`config.mk`:
```
export PLATFORM = sky130hd
export DESIGN_NAME = wdt_core
export DESIGN_NICKNAME = d
export VERILOG_FILES = /design/src/rtl/wdt_pkg.sv /design/src/rtl/wdt_regs.sv /design/src/rtl/wdt_prescaler.sv /design/src/rtl/wdt_tickcnt.sv /design/src/rtl/wdt_pulse.sv /design/src/rtl/wdt_core.sv
export SDC_FILE = /design/constraint.sdc
export NUM_CORES = 1
export LEC_CHECK = 0
export CORE_AREA = 8 8 142 144
export CTS_BUF_LIST = sky130_fd_sc_hd__clkbuf_4 sky130_fd_sc_hd__clkbuf_8
export CTS_CLUSTER_DIAMETER = 100
export DETAILED_ROUTE_END_ITERATION = 8
export DIE_AREA = 0 0 150 152
export GPL_TIMING_DRIVEN = 0
export PLACE_DENSITY = 0.47
export REMOVE_ABC_BUFFERS = 1
export SLEW_MARGIN = 20
export SYNTH_ARGS = -nofsm -noshare
export SYNTH_HDL_FRONTEND = slang
export SYNTH_SLANG_ARGS = --single-unit
```
`constraint.sdc`:
```
create_clock -name clk -period 4.15 [get_ports clk]
set_input_delay 0.6225 -clock clk [delete_from_list [all_inputs] [get_ports clk]]
set_output_delay 0.6225 -clock clk [all_outputs]
set_load 0.01 [all_outputs]
```
`src/rtl/wdt_pkg.sv`:
```
package wdt_pkg;
    parameter int DATA_W    = 32;
    parameter int ADDR_W    = 4;
    parameter int DIV_W     = 18;
    parameter int CNT_W     = 16;
    parameter int PULSE_LEN = 16;

    localparam logic [ADDR_W-1:0] OFS_CTRL = 4'h0;
    localparam logic [ADDR_W-1:0] OFS_TERM = 4'h8;
    localparam logic [ADDR_W-1:0] OFS_KICK = 4'hC;

    localparam int BIT_RUN    = 18;
    localparam int BIT_RSTEN  = 21;
    localparam int BIT_CLKEN  = 24;
    localparam int BIT_DIVEN  = 25;

    typedef struct packed {
        logic             div_en;
        logic             clk_en;
        logic             rst_en;
        logic             run;
        logic [DIV_W-1:0] div;
    } ctrl_t;

    function automatic ctrl_t word_to_ctrl(input logic [DATA_W-1:0] w);
        ctrl_t c;
        c.div    = w[DIV_W-1:0];
        c.run    = w[BIT_RUN];
        c.rst_en = w[BIT_RSTEN];
        c.clk_en = w[BIT_CLKEN];
        c.div_en = w[BIT_DIVEN];
        return c;
    endfunction

    function automatic logic [DATA_W-1:0] ctrl_to_word(input ctrl_t c);
        logic [DATA_W-1:0] w;
        w = '0;
        w[DIV_W-1:0] = c.div;
        w[BIT_RUN]   = c.run;
        w[BIT_RSTEN] = c.rst_en;
        w[BIT_CLKEN] = c.clk_en;
        w[BIT_DIVEN] = c.div_en;
        return w;
    endfunction

    function automatic logic counting(input ctrl_t c);
        return c.run & c.clk_en & c.div_en;
    endfunction
endpackage

```
`src/rtl/wdt_regs.sv`:
```
module wdt_regs
    import wdt_pkg::*;
(
    input  logic              clk,
    input  logic              rst,
    input  logic              bus_sel,
    input  logic              bus_wr,
    input  logic [ADDR_W-1:0] bus_addr,
    input  logic [DATA_W-1:0] bus_wdata,
    input  logic [CNT_W-1:0]  live_cnt,
    output ctrl_t             ctrl_q,
    output logic [CNT_W-1:0]  limit_q,
    output logic              kick,
    output logic [DATA_W-1:0] bus_rdata
);
    logic wr_en, rd_en;
    assign wr_en = bus_sel & bus_wr;
    assign rd_en = bus_sel & ~bus_wr;
    assign kick  = wr_en && (bus_addr == OFS_KICK);

    always_ff @(posedge clk) begin
        if (rst) begin
            ctrl_q  <= '0;
            limit_q <= '0;
        end else if (wr_en) begin
            if (bus_addr == OFS_CTRL) ctrl_q  <= word_to_ctrl(bus_wdata);
            if (bus_addr == OFS_TERM) limit_q <= bus_wdata[CNT_W-1:0];
        end
    end

    always_comb begin
        bus_rdata = '0;
        if (rd_en) begin
            case (bus_addr)
                OFS_CTRL: bus_rdata = ctrl_to_word(ctrl_q);
                OFS_TERM: bus_rdata = {live_cnt, limit_q};
                default:  bus_rdata = '0;
            endcase
        end
    end
endmodule

```
`src/rtl/wdt_prescaler.sv`:
```
module wdt_prescaler
    import wdt_pkg::*;
(
    input  logic             clk,
    input  logic             rst,
    input  logic             run,
    input  logic             clear,
    input  logic [DIV_W-1:0] div,
    output logic             tick
);
    logic [DIV_W-1:0] phase_q;
    logic [DIV_W-1:0] last;

    assign last = (div == '0) ? '0 : div - 1'b1;
    assign tick = run && (phase_q >= last);

    always_ff @(posedge clk) begin
        if (rst || clear)
            phase_q <= '0;
        else if (run)
            phase_q <= tick ? '0 : phase_q + 1'b1;
    end
endmodule

```
`src/rtl/wdt_tickcnt.sv`:
```
module wdt_tickcnt
    import wdt_pkg::*;
(
    input  logic             clk,
    input  logic             rst,
    input  logic             run,
    input  logic             tick,
    input  logic             kick,
    input  logic             wd_on,
    input  logic             rst_en,
    input  logic [CNT_W-1:0] limit,
    output logic [CNT_W-1:0] cnt_q,
    output logic             fire
);
    logic at_limit;
    logic fired_q;

    assign at_limit = (cnt_q == limit);
    assign fire     = run && rst_en && at_limit && !fired_q && !kick;

    always_ff @(posedge clk) begin
        if (rst || kick)
            cnt_q <= '0;
        else if (tick && !at_limit)
            cnt_q <= cnt_q + 1'b1;
    end

    always_ff @(posedge clk) begin
        if (rst || kick || !wd_on)
            fired_q <= 1'b0;
        else if (fire)
            fired_q <= 1'b1;
    end
endmodule

```
`src/rtl/wdt_pulse.sv`:
```
module wdt_pulse
    import wdt_pkg::*;
#(
    parameter int LEN = PULSE_LEN
) (
    input  logic clk,
    input  logic rst,
    input  logic fire,
    output logic req
);
    localparam int LW = $clog2(LEN + 1);
    logic [LW-1:0] left_q;

    always_ff @(posedge clk) begin
        if (rst)
            left_q <= '0;
        else if (fire)
            left_q <= LW'(LEN);
        else if (left_q != '0)
            left_q <= left_q - 1'b1;
    end

    assign req = (left_q != '0);
endmodule

```
`src/rtl/wdt_core.sv`:
```
module wdt_core
    import wdt_pkg::*;
(
    input  logic              clk,
    input  logic              rst,
    input  logic              bus_sel,
    input  logic              bus_wr,
    input  logic [ADDR_W-1:0] bus_addr,
    input  logic [DATA_W-1:0] bus_wdata,
    output logic [DATA_W-1:0] bus_rdata,
    output logic              rst_req_o
);
    ctrl_t            ctrl_q;
    logic [CNT_W-1:0] limit_q;
    logic [CNT_W-1:0] live_cnt;
    logic             kick, run, tick, fire;

    assign run = counting(ctrl_q);

    wdt_regs u_regs (
        .clk(clk), .rst(rst), .bus_sel(bus_sel), .bus_wr(bus_wr),
        .bus_addr(bus_addr), .bus_wdata(bus_wdata), .live_cnt(live_cnt),
        .ctrl_q(ctrl_q), .limit_q(limit_q), .kick(kick), .bus_rdata(bus_rdata)
    );

    wdt_prescaler u_pre (
        .clk(clk), .rst(rst), .run(run), .clear(kick),
        .div(ctrl_q.div), .tick(tick)
    );

    wdt_tickcnt u_cnt (
        .clk(clk), .rst(rst), .run(run), .tick(tick), .kick(kick),
        .wd_on(ctrl_q.run), .rst_en(ctrl_q.rst_en), .limit(limit_q),
        .cnt_q(live_cnt), .fire(fire)
    );

    wdt_pulse #(.LEN(PULSE_LEN)) u_pulse (
        .clk(clk), .rst(rst), .fire(fire), .req(rst_req_o)
    );
endmodule

```
==> flow_metrics.py <==
metrics = {
    "timing": {
        "tightest_slew_ns": 1.05,
        "period_share": 0.933,
        "finClkSkew_ns": 0.0120,
        "min_period_ns": 3.87,
        "setup_viol": 0,
        "hold_violations": 0,
        "worst_slack_ns": 0.279,
        "max-slew-margin-rel": 0.297,
        "fmax_mhz": 258,
        "report.final.slew_viol_count": 0,
    },
    "floorplan": {
        "coreArea_um2": 17800,
        "die_area_um2": 22800,
        "die-width_um": 150,
        "start_util": 0.248,
        "ios": 73,
        "dieHeight_um": 152,
        "num_rows": 49,
    },
    "logic_synthesis": {
        "synth.ff_latch_count": 78,
        "ys_seq_area_frac": 0.354,
        "synth_commonest_cells": "nand2_1 (123), dfxtp_1 (78), a21oi_1 (58), nor2_1 (58), xor2_1 (38)",
        "synthTopCellsByArea": "dfxtp_1 (35%), nand2_1 (10%), xor2_1 (7.5%), ha_1 (6.8%), a21oi_1 (6.6%)",
        "synth_edf_count": 0,
        "ys_types": 39,
        "synth_top_area_share": 0.354,
        "ys.flop_type": "dfxtp_1",
        "syn_area_um2": 4420,
        "async_flop_share": 0,
        "yosysMostFrequentCell": "nand2_1",
        "post-synth-top-area-cell": "dfxtp_1",
        "syn_avg_cell_area_um2": 7.61,
        "yosysWarningCount": 0,
        "syn_inst": 580,
    },
    "cts": {
        "cts.sinks": 78,
        "cts-buffers-inserted": 9,
        "htree_levels": 3,
        "cts-root-buf": "clkbuf_8",
        "cts_tree": "yes",
        "cts.clk_slew.worst_paths_ns": 0.08,
        "clk_latency_ns": 0.35,
        "max-clock-path-buffers": 2,
    },
    "global_routing": {
        "grt_pass1_wl_um": 22200,
        "grt_util_met1": 0.167,
        "track_usage": 0.122,
        "grt_util_met3": 0.0294,
        "busiest_layer": "met2",
        "antenna_found_initial": 0,
        "met2_usage": 0.186,
        "grt_max_degree": 43,
        "grt_pass1_vias": 4086,
        "grt_overflow_total": 0,
    },
    "layout": {
        "drive_gt1_frac": 0.0521,
        "fillers": 1930,
        "diodes": 0,
        "fin_cells": 862,
        "layout-area-overhead-vs-synth_pct": 23.0,
        "nets": 693,
        "final_cell_area_um2": 5430,
    },
    "critical_path": {
        "critical_path.max_stage_delay_ns": 0.86,
        "start_kind": "input port",
        "timing.rr.end": "u_cnt.cnt_q[13]$_SDFFE_PP0P_",
        "path_class": "in -> out",
        "reg2reg_slack_ns": 0.33,
        "r2r-start": "u_regs.ctrl_q[2]$_SDFFE_PP0P_",
        "required_ns": 3.53,
        "endpoint_kind": "output port",
        "crit_slowest_cell": "and2_1",
        "worst-path-max-fanout": 24,
        "cpMostUsedCell": "clkdlybuf4s50_1",
        "worst_ep_arrival_time_ns": 3.25,
        "path_cells": "clkdlybuf4s50_1 -> nor3_1 -> and2_1 -> a22oi_1 -> nor2_1 -> clkdlybuf4s50_1",
        "r2r_cells": 15,
    },
    "drt": {
        "viasPerCell": 4.84,
        "postRouteAntennaNets": 0,
        "drt_drc_violations_left": 0,
        "drt_pre_antenna_iters": 4,
        "wl_um": 13800,
        "drt_first_iter_violations": 219,
        "wl_per_cell_um": 16.0,
        "via_count": 4175,
    },
    "placed_design": {
        "placed_cells": 846,
        "place_congestion": 0.804,
        "post-dp-hpwl_um": 10400,
        "dpl_cell_area_um2": 5230,
        "place_ws_ns": -0.350,
        "port_buffers": 62,
    },
    "worst_hold_path": {
        "hold_class": "reg -> reg",
        "whs_endpoint": "u_regs.limit_q[6]$_SDFFE_PP0P_",
        "holdPathStages": 2,
        "hp-start": "u_regs.limit_q[6]$_SDFFE_PP0P_",
    },
    "outcome": {
        "status": "finished clean",
    },
    "power": {
        "peakVddDrop_mv": 0.139,
        "p_leak_nw": 1.97,
        "power_density_nw_per_um2": 291,
    },
    "flow_run": {
        "drv_cap": 0,
    },
}
[state kept, by name (all words and copies together) (netlist names)]
register,cells
u_regs.ctrl_q,22
u_pre.phase_q,18
u_cnt.cnt_q,16
u_regs.limit_q,16
u_pulse.left_q,5
u_cnt.fired_q,1
[area by class of cell]
cell class                 count  area [um^2]  area share
multi-input combinational    465         2750       0.506
sequential                    78         1560       0.287
timing repair buffer          66          638       0.117
tap                          229          287      0.0528
clock buffer                  11          139      0.0256
inverter                       9         33.8     0.00622
clock inverter                 4         25.0     0.00461
[per-stage QoR]
stage	setup TNS, ns	hold slack [ns]	utilization	total power, mW
global route	-0.0621	0.508	0.305	1.68
finish	0	0.487	0.305	1.58
CTS	0	0.490	0.304	1.60
floorplan	0	0.443	-	0.988
global placement	-96.83	0.473	0.293	1.08
detailed placement	-7.20	0.478	0.294	1.09
[layer usage]
layer | up-vias | share of wire | wire length (um)
li1 | 2095 | - | -
met1 | 1973 | 0.50 | 6850
met2 | 99 | 0.44 | 6100
met3 | 8 | 0.055 | 760
met4 | 0 | 0.0075 | 104
met5 | - | 0 | 0
[layout by cell type (no fill, tap or decap), types with 2 or more instances in the layout]
master,n
clkbuf_4,2
o21ai_0,8
nor2b_1,2
or3_1,6
dfxtp_1,78
a21oi_1,58
inv_1,9
nand3_1,16
a22oi_1,22
xor2_1,38
clkinvlp_4,2
or2_2,2
nand4_1,10
nor3_1,15
ha_1,24
nand2b_1,4
clkinv_2,2
or4_1,6
and3_1,11
nor4_1,5
a211oi_1,3
nand3b_1,2
xnor2_1,17
o21a_1,2
nor2_1,58
o31ai_1,4
nor3_2,2
clkdlybuf4s50_1,61
buf_2,4
nor4_2,2
and2_1,10
clkbuf_8,9
nand2_1,123
[repair_timing]
item / in CTS / in global routing
setup endpoints to repair: 32 / 33
pin swaps: 1 / 0
buffers inserted: 1 / 0
endpoints found under the hold margin: 0 / 0
hold buffers: 0 / 0
resized for setup: 2 / 6
[logic make-up after synthesis]
family | share of synthesized area
fa+ha+maj | 0.0680
xor+xnor | 0.109
compound gates | 0.147
buf+inv | 0.0332
simple gates | 0.289
flops | 0.354
[report_power, final]
| part | internal, mW | switching (mW) |
|---|---|---|
| Combinational | 0.128 | 0.151 |
| Sequential | 0.775 | 0.0228 |
| Clock | 0.225 | 0.278 |
| Total | 1.13 | 0.452 |
[worst max-delay path, delay by kind of cell]
family | cells | cell delay (ns)
and+or+nand+nor | 3 | 1.34
buffers and inverters | 2 | 1.05
AOI/OAI and AO/OA | 1 | 0.21
[how the worst max path moves through the flow]
stage / from / endpoint / slack (ns) / depth (start not counted)
2_1_floorplan: bus_addr[0] / u_regs.ctrl_q[0]$_SDFFE_PP0P_ / 0.45 / 4
3_3_place_gp: bus_addr[1] / u_regs.ctrl_q[21]$_SDFFE_PP0P_ / -2.32 / 5
3_5_place_dp: u_regs.ctrl_q[12]$_SDFFE_PP0P_ / u_pre.phase_q[1]$_SDFFE_PP0P_ / -0.35 / 11
4_1_cts: u_regs.ctrl_q[2]$_SDFFE_PP0P_ / u_cnt.cnt_q[2]$_SDFFE_PP0P_ / 0.07 / 15
5_1_grt: u_regs.ctrl_q[2]$_SDFFE_PP0P_ / u_cnt.cnt_q[13]$_SDFFE_PP0P_ / -0.02 / 15
6_report: bus_addr[1] / bus_rdata[8] / 0.28 / 6
Note: power is estimated with default switching activity, not from simulation.
